===== config.mk =====
export PLATFORM = sky130hd
export DESIGN_NAME = syncclk_divider
export DESIGN_NICKNAME = d
export VERILOG_FILES = /design/src/rtl/sdiv_pkg.sv /design/src/rtl/sdiv_sync.sv /design/src/rtl/sdiv_cfg.sv /design/src/rtl/sdiv_edge_div.sv /design/src/rtl/syncclk_divider.sv
export SDC_FILE = /design/constraint.sdc
export NUM_CORES = 1
export LEC_CHECK = 0
export ABC_CLOCK_PERIOD_IN_PS = 1400
export BUFFER_PORTS_ARGS = -buffer_cell sky130_fd_sc_hd__buf_2
export CORE_AREA = 2 2 39 41
export CTS_BUF_LIST = sky130_fd_sc_hd__clkbuf_8
export DETAILED_ROUTE_END_ITERATION = 6
export DIE_AREA = 0 0 41 43
export HOLD_SLACK_MARGIN = 0.05
export PLACE_DENSITY = 0.71
export SLEW_MARGIN = 20
export SYNTH_ARGS = -nofsm -noshare
export SYNTH_HDL_FRONTEND = slang
export SYNTH_SLANG_ARGS = --single-unit

===== constraint.sdc =====
create_clock -name clk -period 1.4 [get_ports clk]
set_input_delay 0.14 -clock clk [delete_from_list [all_inputs] [get_ports clk]]
set_output_delay 0.14 -clock clk [all_outputs]
set_load 0.02 [all_outputs]

===== src/rtl/sdiv_pkg.sv =====
package sdiv_pkg;

  // Field positions inside the configuration byte.
  localparam int unsigned CFG_W      = 8;
  localparam int unsigned SEL_LO_BIT = 6;  // divide-by-3 select
  localparam int unsigned SEL_HI_BIT = 5;  // divide-by-6 select
  localparam int unsigned COUPLE_BIT = 4;  // AC path flag

  typedef enum logic [1:0] {
    SRC_INT    = 2'd0,
    SRC_DIV_LO = 2'd1,
    SRC_DIV_HI = 2'd2,
    SRC_BAD    = 2'd3
  } src_e;

  function automatic src_e decode_src(input logic sel_lo, input logic sel_hi);
    case ({sel_lo, sel_hi})
      2'b10:   decode_src = SRC_DIV_LO;
      2'b01:   decode_src = SRC_DIV_HI;
      2'b11:   decode_src = SRC_BAD;
      default: decode_src = SRC_INT;
    endcase
  endfunction

  function automatic logic src_is_div(input src_e s);
    src_is_div = (s == SRC_DIV_LO) || (s == SRC_DIV_HI);
  endfunction

endpackage


===== src/rtl/sdiv_sync.sv =====
module sdiv_sync #(
  parameter int unsigned STAGES = 2,
  parameter int unsigned WIDTH  = 2
) (
  input  logic             clk,
  input  logic             rst,
  input  logic [WIDTH-1:0] d,
  output logic [WIDTH-1:0] q
);

  logic [WIDTH-1:0] chain [STAGES];

  generate
    for (genvar s = 0; s < STAGES; s++) begin : g_stage
      if (s == 0) begin : g_first
        always_ff @(posedge clk) begin
          if (rst) chain[0] <= '0;
          else     chain[0] <= d;
        end
      end else begin : g_next
        always_ff @(posedge clk) begin
          if (rst) chain[s] <= '0;
          else     chain[s] <= chain[s-1];
        end
      end
    end
  endgenerate

  assign q = chain[STAGES-1];

endmodule


===== src/rtl/sdiv_cfg.sv =====
module sdiv_cfg
  import sdiv_pkg::*;
(
  input  logic             clk,
  input  logic             rst,
  input  logic             wr,
  input  logic [CFG_W-1:0] data,
  input  logic             running,
  output src_e             src_q,
  output logic             ac_q,
  output logic             err_q,
  output logic             restart
);

  src_e src_d;

  // A write counts only while no regulator is switching.
  assign restart = wr && !running;
  assign src_d   = decode_src(data[SEL_LO_BIT], data[SEL_HI_BIT]);

  always_ff @(posedge clk) begin
    if (rst) begin
      src_q <= SRC_INT;
      ac_q  <= 1'b0;
      err_q <= 1'b0;
    end else if (restart) begin
      src_q <= src_d;
      ac_q  <= data[COUPLE_BIT];
      err_q <= (src_d == SRC_BAD);
    end
  end

endmodule


===== src/rtl/sdiv_edge_div.sv =====
module sdiv_edge_div
  import sdiv_pkg::*;
#(
  parameter int unsigned RATIO_LO = 3,
  parameter int unsigned RATIO_HI = 6
) (
  input  logic clk,
  input  logic rst,
  input  logic lvl,
  input  logic restart,
  input  src_e src,
  output logic div_q
);

  localparam int unsigned MAX_RATIO = (RATIO_LO > RATIO_HI) ? RATIO_LO : RATIO_HI;
  localparam int unsigned CNT_W     = (MAX_RATIO > 2) ? $clog2(MAX_RATIO) : 1;
  localparam logic [CNT_W-1:0] LAST_LO = CNT_W'(RATIO_LO - 1);
  localparam logic [CNT_W-1:0] LAST_HI = CNT_W'(RATIO_HI - 1);

  logic             lvl_prev;
  logic             edge_seen;
  logic [CNT_W-1:0] cnt;
  logic [CNT_W-1:0] last;

  assign edge_seen = lvl ^ lvl_prev;
  assign last      = (src == SRC_DIV_HI) ? LAST_HI : LAST_LO;

  always_ff @(posedge clk) begin
    if (rst) lvl_prev <= 1'b0;
    else     lvl_prev <= lvl;
  end

  // Count transitions of either polarity; toggle after RATIO of them.
  always_ff @(posedge clk) begin
    if (rst || restart) begin
      cnt   <= '0;
      div_q <= 1'b0;
    end else if (src_is_div(src) && edge_seen) begin
      if (cnt == last) begin
        cnt   <= '0;
        div_q <= !div_q;
      end else begin
        cnt <= cnt + 1'b1;
      end
    end
  end

endmodule


===== src/rtl/syncclk_divider.sv =====
module syncclk_divider
  import sdiv_pkg::*;
#(
  parameter int unsigned SYNC_STAGES = 2,
  parameter int unsigned RATIO_LO    = 3,
  parameter int unsigned RATIO_HI    = 6
) (
  input  logic             clk,
  input  logic             rst,
  input  logic             ext_sync,
  input  logic             int_osc,
  input  logic             cfg_wr,
  input  logic [CFG_W-1:0] cfg_data,
  input  logic             running,
  output logic             sync_clk_out,
  output logic             cfg_err,
  output logic             ac_coupled
);

  localparam int unsigned N_IN = 2;
  localparam int unsigned IX_EXT = 0;
  localparam int unsigned IX_INT = 1;

  logic [N_IN-1:0] raw_in;
  logic [N_IN-1:0] synced;
  src_e            src;
  logic            restart;
  logic            div_q;
  logic            out_d;

  assign raw_in[IX_EXT] = ext_sync;
  assign raw_in[IX_INT] = int_osc;

  sdiv_sync #(.STAGES(SYNC_STAGES), .WIDTH(N_IN)) u_sync (
    .clk (clk),
    .rst (rst),
    .d   (raw_in),
    .q   (synced)
  );

  sdiv_cfg u_cfg (
    .clk     (clk),
    .rst     (rst),
    .wr      (cfg_wr),
    .data    (cfg_data),
    .running (running),
    .src_q   (src),
    .ac_q    (ac_coupled),
    .err_q   (cfg_err),
    .restart (restart)
  );

  sdiv_edge_div #(.RATIO_LO(RATIO_LO), .RATIO_HI(RATIO_HI)) u_div (
    .clk     (clk),
    .rst     (rst),
    .lvl     (synced[IX_EXT]),
    .restart (restart),
    .src     (src),
    .div_q   (div_q)
  );

  // The invalid pair and the idle pair both fall back to the internal oscillator.
  assign out_d = src_is_div(src) ? div_q : synced[IX_INT];

  always_ff @(posedge clk) begin
    if (rst) sync_clk_out <= 1'b0;
    else     sync_clk_out <= out_d;
  end

endmodule


==> impl_metrics.yaml <==
critical_path:
  critPathKind: "flop to flop"
  r2r_slack_ps: 4
  critical_path.cell_chain: "inv_2, ha_4, or2_4, or4_1, nand2_1"
  path_delay_family: "simple AND/OR/NAND/NOR gates"
  cp-start-kind: "flop"
  crit_fanout: 2
  crit_slowest_cell: "or4_1"
  max_stage_delay_ps: 460
  worst-path-buf-inv: 1
  cp.required_ps: 1580
  arrival_ps: 1580
  cp-end-kind: "flop"
synth:
  synth-edff-count: 0
  yosys-top-cells-area: "dfxtp_1, nor2b_1, mux2i_1, nor2_1, ha_1"
  synth_commonest_cells: "dfxtp_1, nor2_1, nor2b_1, nand2_1"
  syn_area_um2: 567
  ys_ff_latch: 14
  synth_top_cell_by_area: "dfxtp_1"
  synth_ff_type: "dfxtp_1"
  synth_most_common_cell: "dfxtp_1"
  synth_cell_types: 23
  seq_area_frac_synth_pct: 49.4
  synth.avg_cell_area_um2: 9.77
  yosysWarningCount: 0
  synth_top_area_share_pct: 49.4
  syn_inst: 58
  async_flop_share_pct: 0
  syn_nets: 74
clock_network:
  clk_path_buf_depth: 2
  cts.sinks: 14
  clk_pin_slew_ps: 50
  h-tree-depth: 1
  clockRootBuffer: "clkbuf_8"
  clk_latency_ps: 240
  cts_tree: "done"
  cts_buffers: 3
  cts_hold_buf: 0
timing:
  setup_viol: 0
  finalMaxSlewViolations: 0
  min_period_ps: 1400
  fmax_ghz: 0.717
  rsz0062_at_grt: "true"
  finalCritPeriodShare_pct: 99.7
  fin_ws_ps: 4.41
  skew_ps: 0.491
  slew_headroom_pct: 83.2
  holdWs_ps: 111
  worst_slew_pin_slew_ps: 252
  hold_viol_final: 0
routing:
  drt_wl_total_um: 964
  postRouteAntennaNets: 0
  drc: 0
  wire_per_inst_um: 10.3
  first_pass_iters: 4
  drt-initial-drc-count: 9
  num_vias: 457
  vias_per_cell: 4.86
layout:
  syn_to_final_growth_pct: 38.6
  layoutNonFillerInstCount: 94
  finish.utilization_pct: 56.8
  drive_above_1_share_pct: 41.0
  layout.nets: 95
  final_area_um2: 786
  antenna_cells: 0
power:
  p_per_area_mw_per_mm2: 1110
  p_leak_nw: 0.327
  swShare_pct: 19.6
  p_seq_share_pct: 47.8
  vdd_drop_max_mv: 0.669
  clkPwrFrac_pct: 43.2
  switchingPower_w: 0.000171
  p_int_w: 0.000702
  power_frac_comb_pct: 9.0
placed_design:
  place_hpwl_um: 676
  io_buffers: 11
  post-place-cells: 89
  gp_congestion: 0.679
  pre_cts_ws_ps: -100
  dpl_cell_area_um2: 687
grt:
  grt-ovfl-total: 0
  grt_usage_pct: 13.0
  first_global_vias: 416
  antenna_found_initial: 0
  grt_pass1_wl_um: 1610
  grt_max_degree: 12
run_status:
  status: "finished, final reports clean"
floorplanning:
  io_pins: 17
  die_y_um: 43
  fp.dieW_um: 41
  coreArea_mm2: 0.00138
  fp-row-count: 14
  start_util_pct: 41.0
  dieArea_mm2: 0.00176
run:
  maxCapViolCount: 0
min_path:
  hold_class: "input pin to flop"
==> logic make-up after synthesis <==
kind of cell / share of synthesized area [%]
flops: 49.4
fa+ha+maj: 4.41
compound gates: 7.51
xor+xnor: 1.55
mux: 5.30
buf+inv: 3.31
simple gates: 28.5
==> timing repair <==
action                     4_1_cts  5_1_grt
setup endpoints to repair        4        4
setup buffers                    1        0
gates resized for setup          4        3
pin swaps                        1        0
==> cells in the final DEF, fill, tap and decap left out, types with 2 or more instances in the layout <==
cell	count
a21oi_1	3
buf_2	11
buf_4	7
clkbuf_8	4
dfxtp_1	13
mux2i_1	3
nand2_1	4
nand3_1	3
nor2_1	6
nor2b_1	5
or2_4	2
==> per-layer routing <==
layer	track usage, %	routed length (um)	part of all wire [%]	vias to the layer above
met2	19.1	471	49	9
met1	17.2	458	48	207
li1	-	-	-	239
met3	3.14	30	3.1	2
met4	6.00	4	0.41	0
met5	0	0	0	-
==> stage by stage <==
stage	setup TNS [ps]	total power [W]
after detailed placement	-179	0.000501
after global routing	-54.8	0.000912
after global placement	-48.9	0.000499
final	0	0.000873
after floorplan	0	0.000473
after CTS	0	0.000884
==> layout make-up <==
class	count	area (um^2)
well taps	16	20.0
inverters	1	3.75
fillers	123	598
repair buffers	18	108
clock buffers	4	55.1
flip-flops and latches	14	282
multi-input cells	41	318
==> flip-flops by register name, summed over array words and instances (netlist names) <==
| signal | cells |
|---|---|
| u_div.lvl_prev | 1 |
| sync_clk_out | 1 |
| u_cfg.src_q | 2 |
| u_div.div_q | 1 |
| u_cfg.err_q | 1 |
| u_cfg.ac_q | 1 |
| u_sync.chain | 4 |
| u_div.cnt | 3 |
==> power by group through the flow <==
stage / logic (W) / registers (W) / clock network [W]
after global placement: 0.0000744 / 0.000425 / 0
after CTS: 0.0000780 / 0.000417 / 0.000389
after floorplan: 0.0000443 / 0.000428 / 0
after detailed placement: 0.0000758 / 0.000425 / 0
final: 0.0000789 / 0.000417 / 0.000377
after global routing: 0.0000877 / 0.000418 / 0.000406
==> final timing paths <==
kind,from,end,cells past startpoint
worst max register to register,u_cfg.src_q[0]$_SDFFE_PP0P_,u_div.div_q$_SDFFE_PP0P_,5
worst min register to register,u_sync.chain[0][1]$_SDFF_PP0_,u_sync.chain[1][1]$_SDFF_PP0_,1
worst min-delay path,int_osc,u_sync.chain[0][1]$_SDFF_PP0_,2
worst max-delay path,u_cfg.src_q[0]$_SDFFE_PP0P_,u_div.div_q$_SDFFE_PP0P_,5
Note: power is estimated with default switching activity, not from simulation.
